===== config.mk =====
export PLATFORM = sky130hd
export DESIGN_NAME = coh_gate
export DESIGN_NICKNAME = d
export VERILOG_FILES = /design/src/rtl/coh_pkg.sv /design/src/rtl/coh_ratio_cmp.sv /design/src/rtl/coh_iter_cnt.sv /design/src/rtl/coh_key_hold.sv /design/src/rtl/coh_gate.sv
export SDC_FILE = /design/constraint.sdc
export NUM_CORES = 1
export LEC_CHECK = 0
export BUFFER_PORTS_ARGS = -buffer_cell sky130_fd_sc_hd__buf_2
export CORE_MARGIN = 2
export CORE_UTILIZATION = 50
export CTS_CLUSTER_DIAMETER = 100
export DETAILED_ROUTE_END_ITERATION = 10
export GPL_TIMING_DRIVEN = 0
export PLACE_DENSITY = 0.85
export SYNTH_ARGS = -nofsm -noshare
export SYNTH_HDL_FRONTEND = slang
export SYNTH_SLANG_ARGS = --single-unit

===== constraint.sdc =====
create_clock -name clk_i -period 2.4 [get_ports clk_i]
set_input_delay 0.48 -clock clk_i [delete_from_list [all_inputs] [get_ports clk_i]]
set_output_delay 0.48 -clock clk_i [all_outputs]
set_load 0.1 [all_outputs]

===== src/rtl/coh_pkg.sv =====
package coh_pkg;
  localparam int unsigned LO_NUM  = 47;
  localparam int unsigned LO_DEN  = 125;
  localparam int unsigned HI_Q    = 44696;  // 0.682 in Q0.16
  localparam int unsigned HI_FRAC = 16;

  typedef enum logic [2:0] {
    ST_IDLE,
    ST_ITER,
    ST_EVAL,
    ST_LOCK,
    ST_SEND,
    ST_HALT
  } coh_state_e;

  typedef enum logic [1:0] {
    BAND_LOW,
    BAND_MID,
    BAND_HIGH
  } coh_band_e;
endpackage


===== src/rtl/coh_ratio_cmp.sv =====
module coh_ratio_cmp
  import coh_pkg::*;
#(
  parameter int unsigned WW = 16
) (
  input  logic [WW-1:0] kern_w_i,
  input  logic [WW-1:0] total_w_i,
  output coh_band_e     band_o
);
  localparam int unsigned PW = WW + HI_FRAC + 1;

  logic [PW-1:0] k_lo, t_lo, k_hi, t_hi;
  logic          below_lo, above_hi;

  always_comb begin
    k_lo = PW'(kern_w_i)  * PW'(LO_DEN);
    t_lo = PW'(total_w_i) * PW'(LO_NUM);
    k_hi = PW'(kern_w_i)  << HI_FRAC;
    t_hi = PW'(total_w_i) * PW'(HI_Q);
    below_lo = (total_w_i == '0) || (k_lo < t_lo);
    above_hi = (k_hi > t_hi);
  end

  always_comb begin
    if (below_lo)      band_o = BAND_LOW;
    else if (above_hi) band_o = BAND_HIGH;
    else               band_o = BAND_MID;
  end
endmodule


===== src/rtl/coh_iter_cnt.sv =====
module coh_iter_cnt #(
  parameter int unsigned DEPTH = 10
) (
  input  logic clk_i,
  input  logic rst_ni,
  input  logic clr_i,
  input  logic en_i,
  input  logic step_i,
  output logic done_o
);
  localparam int unsigned CW = (DEPTH > 1) ? $clog2(DEPTH) : 1;
  localparam logic [CW-1:0] LAST = CW'(DEPTH - 1);

  logic [CW-1:0] cnt_q;

  always_ff @(posedge clk_i or negedge rst_ni) begin
    if (!rst_ni)               cnt_q <= '0;
    else if (clr_i)            cnt_q <= '0;
    else if (en_i && step_i) begin
      if (cnt_q == LAST)       cnt_q <= '0;
      else                     cnt_q <= cnt_q + 1'b1;
    end
  end

  assign done_o = en_i && step_i && (cnt_q == LAST);
endmodule


===== src/rtl/coh_key_hold.sv =====
module coh_key_hold #(
  parameter int unsigned KW = 192
) (
  input  logic          clk_i,
  input  logic          rst_ni,
  input  logic          load_i,
  input  logic [KW-1:0] key_i,
  input  logic          ready_i,
  output logic          valid_o,
  output logic          xfer_o,
  output logic [KW-1:0] key_o
);
  logic [KW-1:0] key_q;
  logic          vld_q;

  assign xfer_o = vld_q && ready_i;

  always_ff @(posedge clk_i or negedge rst_ni) begin
    if (!rst_ni) begin
      key_q <= '0;
      vld_q <= 1'b0;
    end else if (load_i) begin
      key_q <= key_i;
      vld_q <= 1'b1;
    end else if (xfer_o) begin
      key_q <= '0;
      vld_q <= 1'b0;
    end
  end

  assign valid_o = vld_q;
  assign key_o   = vld_q ? key_q : '0;
endmodule


===== src/rtl/coh_gate.sv =====
module coh_gate
  import coh_pkg::*;
#(
  parameter int unsigned WW    = 16,
  parameter int unsigned KW    = 192,
  parameter int unsigned LW    = 4,
  parameter int unsigned DEPTH = 10
) (
  input  logic          clk_i,
  input  logic          rst_ni,
  input  logic          start_i,
  input  logic          iter_done_i,
  input  logic [WW-1:0] kern_w_i,
  input  logic [WW-1:0] total_w_i,
  input  logic          resid_zero_i,
  input  logic [LW-1:0] retry_lim_i,
  input  logic [KW-1:0] key_i,
  input  logic          key_ready_i,
  output logic          retry_o,
  output logic [LW-1:0] retries_o,
  output logic          discard_o,
  output logic          locked_o,
  output logic [KW-1:0] key_o,
  output logic          key_valid_o,
  output logic          halt_o
);
  coh_state_e    st_q, st_d;
  coh_band_e     band;
  logic [LW-1:0] rtry_q;
  logic          pass_done, cnt_clr, key_load, key_xfer;
  logic          disc_d, rtry_d;
  logic          disc_q, rtry_pulse_q;

  coh_ratio_cmp #(.WW(WW)) u_cmp (
    .kern_w_i (kern_w_i),
    .total_w_i(total_w_i),
    .band_o   (band)
  );

  coh_iter_cnt #(.DEPTH(DEPTH)) u_cnt (
    .clk_i (clk_i),
    .rst_ni(rst_ni),
    .clr_i (cnt_clr),
    .en_i  (st_q == ST_ITER),
    .step_i(iter_done_i),
    .done_o(pass_done)
  );

  coh_key_hold #(.KW(KW)) u_key (
    .clk_i  (clk_i),
    .rst_ni (rst_ni),
    .load_i (key_load),
    .key_i  (key_i),
    .ready_i(key_ready_i),
    .valid_o(key_valid_o),
    .xfer_o (key_xfer),
    .key_o  (key_o)
  );

  always_comb begin
    st_d     = st_q;
    disc_d   = 1'b0;
    rtry_d   = 1'b0;
    key_load = 1'b0;
    cnt_clr  = 1'b0;
    unique case (st_q)
      ST_IDLE: if (start_i) begin
        st_d    = ST_ITER;
        cnt_clr = 1'b1;
      end
      ST_ITER: if (pass_done) st_d = ST_EVAL;
      ST_EVAL: begin
        unique case (band)
          BAND_HIGH: st_d = ST_LOCK;
          BAND_MID: begin
            if (rtry_q != retry_lim_i) begin
              rtry_d  = 1'b1;
              cnt_clr = 1'b1;
              st_d    = ST_ITER;
            end else begin
              disc_d = 1'b1;
              st_d   = ST_IDLE;
            end
          end
          default: begin
            disc_d = 1'b1;
            st_d   = ST_IDLE;
          end
        endcase
      end
      ST_LOCK: begin
        if (resid_zero_i) begin
          key_load = 1'b1;
          st_d     = ST_SEND;
        end else begin
          st_d = ST_HALT;
        end
      end
      ST_SEND: if (key_xfer) st_d = ST_IDLE;
      ST_HALT: st_d = ST_HALT;
      default: st_d = ST_IDLE;
    endcase
  end

  always_ff @(posedge clk_i or negedge rst_ni) begin
    if (!rst_ni) begin
      st_q         <= ST_IDLE;
      rtry_q       <= '0;
      disc_q       <= 1'b0;
      rtry_pulse_q <= 1'b0;
    end else begin
      st_q         <= st_d;
      disc_q       <= disc_d;
      rtry_pulse_q <= rtry_d;
      if (st_q == ST_IDLE && start_i) rtry_q <= '0;
      else if (rtry_d)                rtry_q <= rtry_q + 1'b1;
    end
  end

  assign retry_o   = rtry_pulse_q;
  assign retries_o = rtry_q;
  assign discard_o = disc_q;
  assign locked_o  = (st_q == ST_LOCK) || (st_q == ST_SEND);
  assign halt_o    = (st_q == ST_HALT);
endmodule


==> out/results.tsv <==
metric	value	unit
Synth Area in Simple Gates	18.4	%
IO Pins	435	
Tmin final	6.66	ns
clk sinks	206	
clk_lat worst skew	0.54	ns
CTS H-tree depth	1	
status	finished, violations left	
#FFs+latches synth	206	
final period utilization	277	%
crit-path max cell delay	0.50	ns
Clk pin slew, worst setup/hold paths	0.06	ns
Max rail drop VDD	1150	uV
failing checks	hold timing, setup timing	
Worst Setup Path Type	in2reg	
Yosys top cell by area	dfrtp_1	
die area	0.0399	sq mm
Root Buffer	clkbuf_16	
final wirelength	66900	microns
final count of pins violating max slew	0	
vias in the first global route	17700	
Critical Path Most Common Cell	fa_1	
endpoint type of the worst setup path	flop	
post-synthesis compound-gate area fraction	11.9	%
P per Cell Area	984	mW/mm^2
gr usage total	32.7	%
Worst Path Max Fanout	7	
Reg area	0.00516	sq mm
Fin. Hold Viols	13	
CP startpoint kind	input pin	
Hold Slack	-0.0471	ns
Main synth FF type	dfrtp_1	
crit path launch	total_w_i[7]	
largest family of logic cells by synthesized area	adder cells	
placed cell count	3126	
Post-synth EDFFs	0	
Final Skew	0.0298	ns
Yosys top cell area share	26.9	%
post-synthesis mux area share	0.105	%
row count	71	
top cells by area, synth	dfrtp_1 27%, fa_1 18%, ha_1 14%, nand2_1 8.1%, and2_1 6.3%	
post-synthesis sequential area ratio	26.9	%
setup ws final	-4.26	ns
Crit-path slowest cell	fa_1	
Post-Syn Instances	2180	
Worst slew margin	49.9	%
P&R area growth vs syn	29.1	%
synthesis warning total	0	
commonest cells in the netlist	413 x nand2_1, 308 x inv_1, 230 x o21ai_0, 221 x ha_1, 206 x dfrtp_1	
count leader, synth	nand2_1	
ys async rst share	100	%
dpl hpwl	52700	microns
Mapped Nets	2805	
Final ANT Viol Nets	0	
fillcell total	2951	
wire per inst	20.9	microns
RSZ-0062 raised after global routing	true	
fmax	150	MHz
largest net degree at the start of global routing	116	
placed instance area	0.0224	sq mm
via/cell ratio	5.51	
Yosys cell types	66	
I/O Buffers	434	
Final GP Congestion	0.971	
share of cells above drive strength 1	30.0	%
Final Instance Area	0.0247	sq mm
max cap viols	0	
Layout Nets	3294	
First DRT Iteration DRCs	1138	
core area	0.0377	sq mm
Crit path required time	2.76	ns
CTS tree	done	
R2R Path Start	st_q[0]$_DFFE_PN0P_	
initial antenna violation count	17	
Post-Syn Area per Cell	8.78	sq um
Least-Margin Pin Slew	0.741	ns
Multi-input gate area	0.0132	sq mm
pre-CTS WS	-5.37	ns
worst min path class	in2async	
CTS Buf Count	23	
XOR/XNOR Fraction of Synth Area	2.70	%
Die Wd	200	microns
Vias	17700	
Layout Cells excl Fill	3207	
DRT Pass-1 Iters	8	
Initial Util	50.8	%
Die Span Y	200	microns
leakage	12.5	nW
global-route wire length before repair	98500	microns
crit path DAT	7.02	ns
DRC Markers	0	
Final Util	65.6	%
Bufs on Longest Clock Path	3	
final setup vio count	13	
Mapped Area	0.0191	sq mm
Post-Synth Adder-Cell Area	32.2	%
total gr overflow	0	
-- layer usage --
metal	share of wire, %	track usage, %
met5	0.23	1.02
met4	5.8	16.9
met3	9.7	11.1
met2	46	52.3
met1	38	39.1
-- per-stage QoR --
step	total power [mW]	setup TNS [ns]
final	24.3	-49.92
after global routing	26.5	-52.52
after CTS	23.7	-49.41
after detailed placement	19.2	-195.58
after global placement	18.4	-720.68
after floorplan	15.5	-48.88
-- report_power, final --
group | internal [mW] | total, mW | switching, mW
Clock | 2.02 | 3.52 | 1.51
Sequential | 3.47 | 3.47 | 0.00122
Combinational | 7.82 | 17.3 | 9.51
-- area by class of cell --
| type | count | share of cell area, % |
|---|---|---|
| well taps | 511 | 2.59 |
| repair buffers | 465 | 13.6 |
| clock inverters | 6 | 0.223 |
| clock buffers | 34 | 2.82 |
| multi-input cells | 1578 | 53.4 |
| diodes | 12 | 0.122 |
| plain buffers | 87 | 1.64 |
| flip-flops and latches | 206 | 20.9 |
| inverters | 308 | 4.81 |
-- worst max-delay path, delay by kind of cell --
kind	cells	cell delay (ns)
adder cells (fa/ha/maj)	7	2.69
AO/OA/AOI/OAI	9	1.60
AND/OR/NAND/NOR	6	1.23
buffers and inverters	8	0.72
multiplexers	1	0.18
XOR/XNOR	1	0.10
-- path summary, 6_finish.rpt --
check	endpoint	slack, ns	depth (start not counted)
worst max-delay path	retries_o[1]$_DFFE_PN0P_	-4.26	32
worst min-delay path	retries_o[3]$_DFFE_PN0P_	-0.05	1
worst max register to register	u_key.key_q[186]$_DFFE_PN0P_	0.12	8
worst min register to register	u_key.key_q[165]$_DFFE_PN0P_	0.52	2
max in group asynchronous	u_key.key_q[121]$_DFFE_PN0P_	1.32	2
min in group clk_i	u_key.key_q[142]$_DFFE_PN0P_	0.14	3
-- flip-flops by register name (all words and copies together) (netlist names) --
| register | count |
|---|---|
| discard_o | 1 |
| retries_o | 4 |
| retry_o | 1 |
| st_q | 3 |
| u_cnt.cnt_q | 4 |
| u_key.key_q | 192 |
| u_key.valid_o | 1 |
-- placed cells by master (no fill, tap or decap), types with 29 or more instances in the layout --
master,count
inv_1,290
nor2_1,41
buf_4,119
a21oi_1,44
and2_2,161
clkbuf_1,46
buf_2,242
xor2_1,29
buf_6,86
dfrtp_1,205
nand2_1,413
ha_1,193
o21ai_0,226
fa_1,167
-- kinds of logic after synthesis --
family	after synthesis
xor gates and xnor gates	59
adders and majority gates	391
buffers and inverters	396
and+or+nand+nor	743
DFF	206
muxes	2
AOI/OAI and AO/OA	383
-- timing repair --
action | 4_1_cts | 5_1_grt
hold buffers | 0 | 0
gates resized for setup | 324 | 118
setup buffers | 22 | 9
pin swaps | 43 | 34
setup endpoints to repair | 382 | 309
endpoints found under the hold margin | 0 | 0
Power figures use the tool's default switching activity.
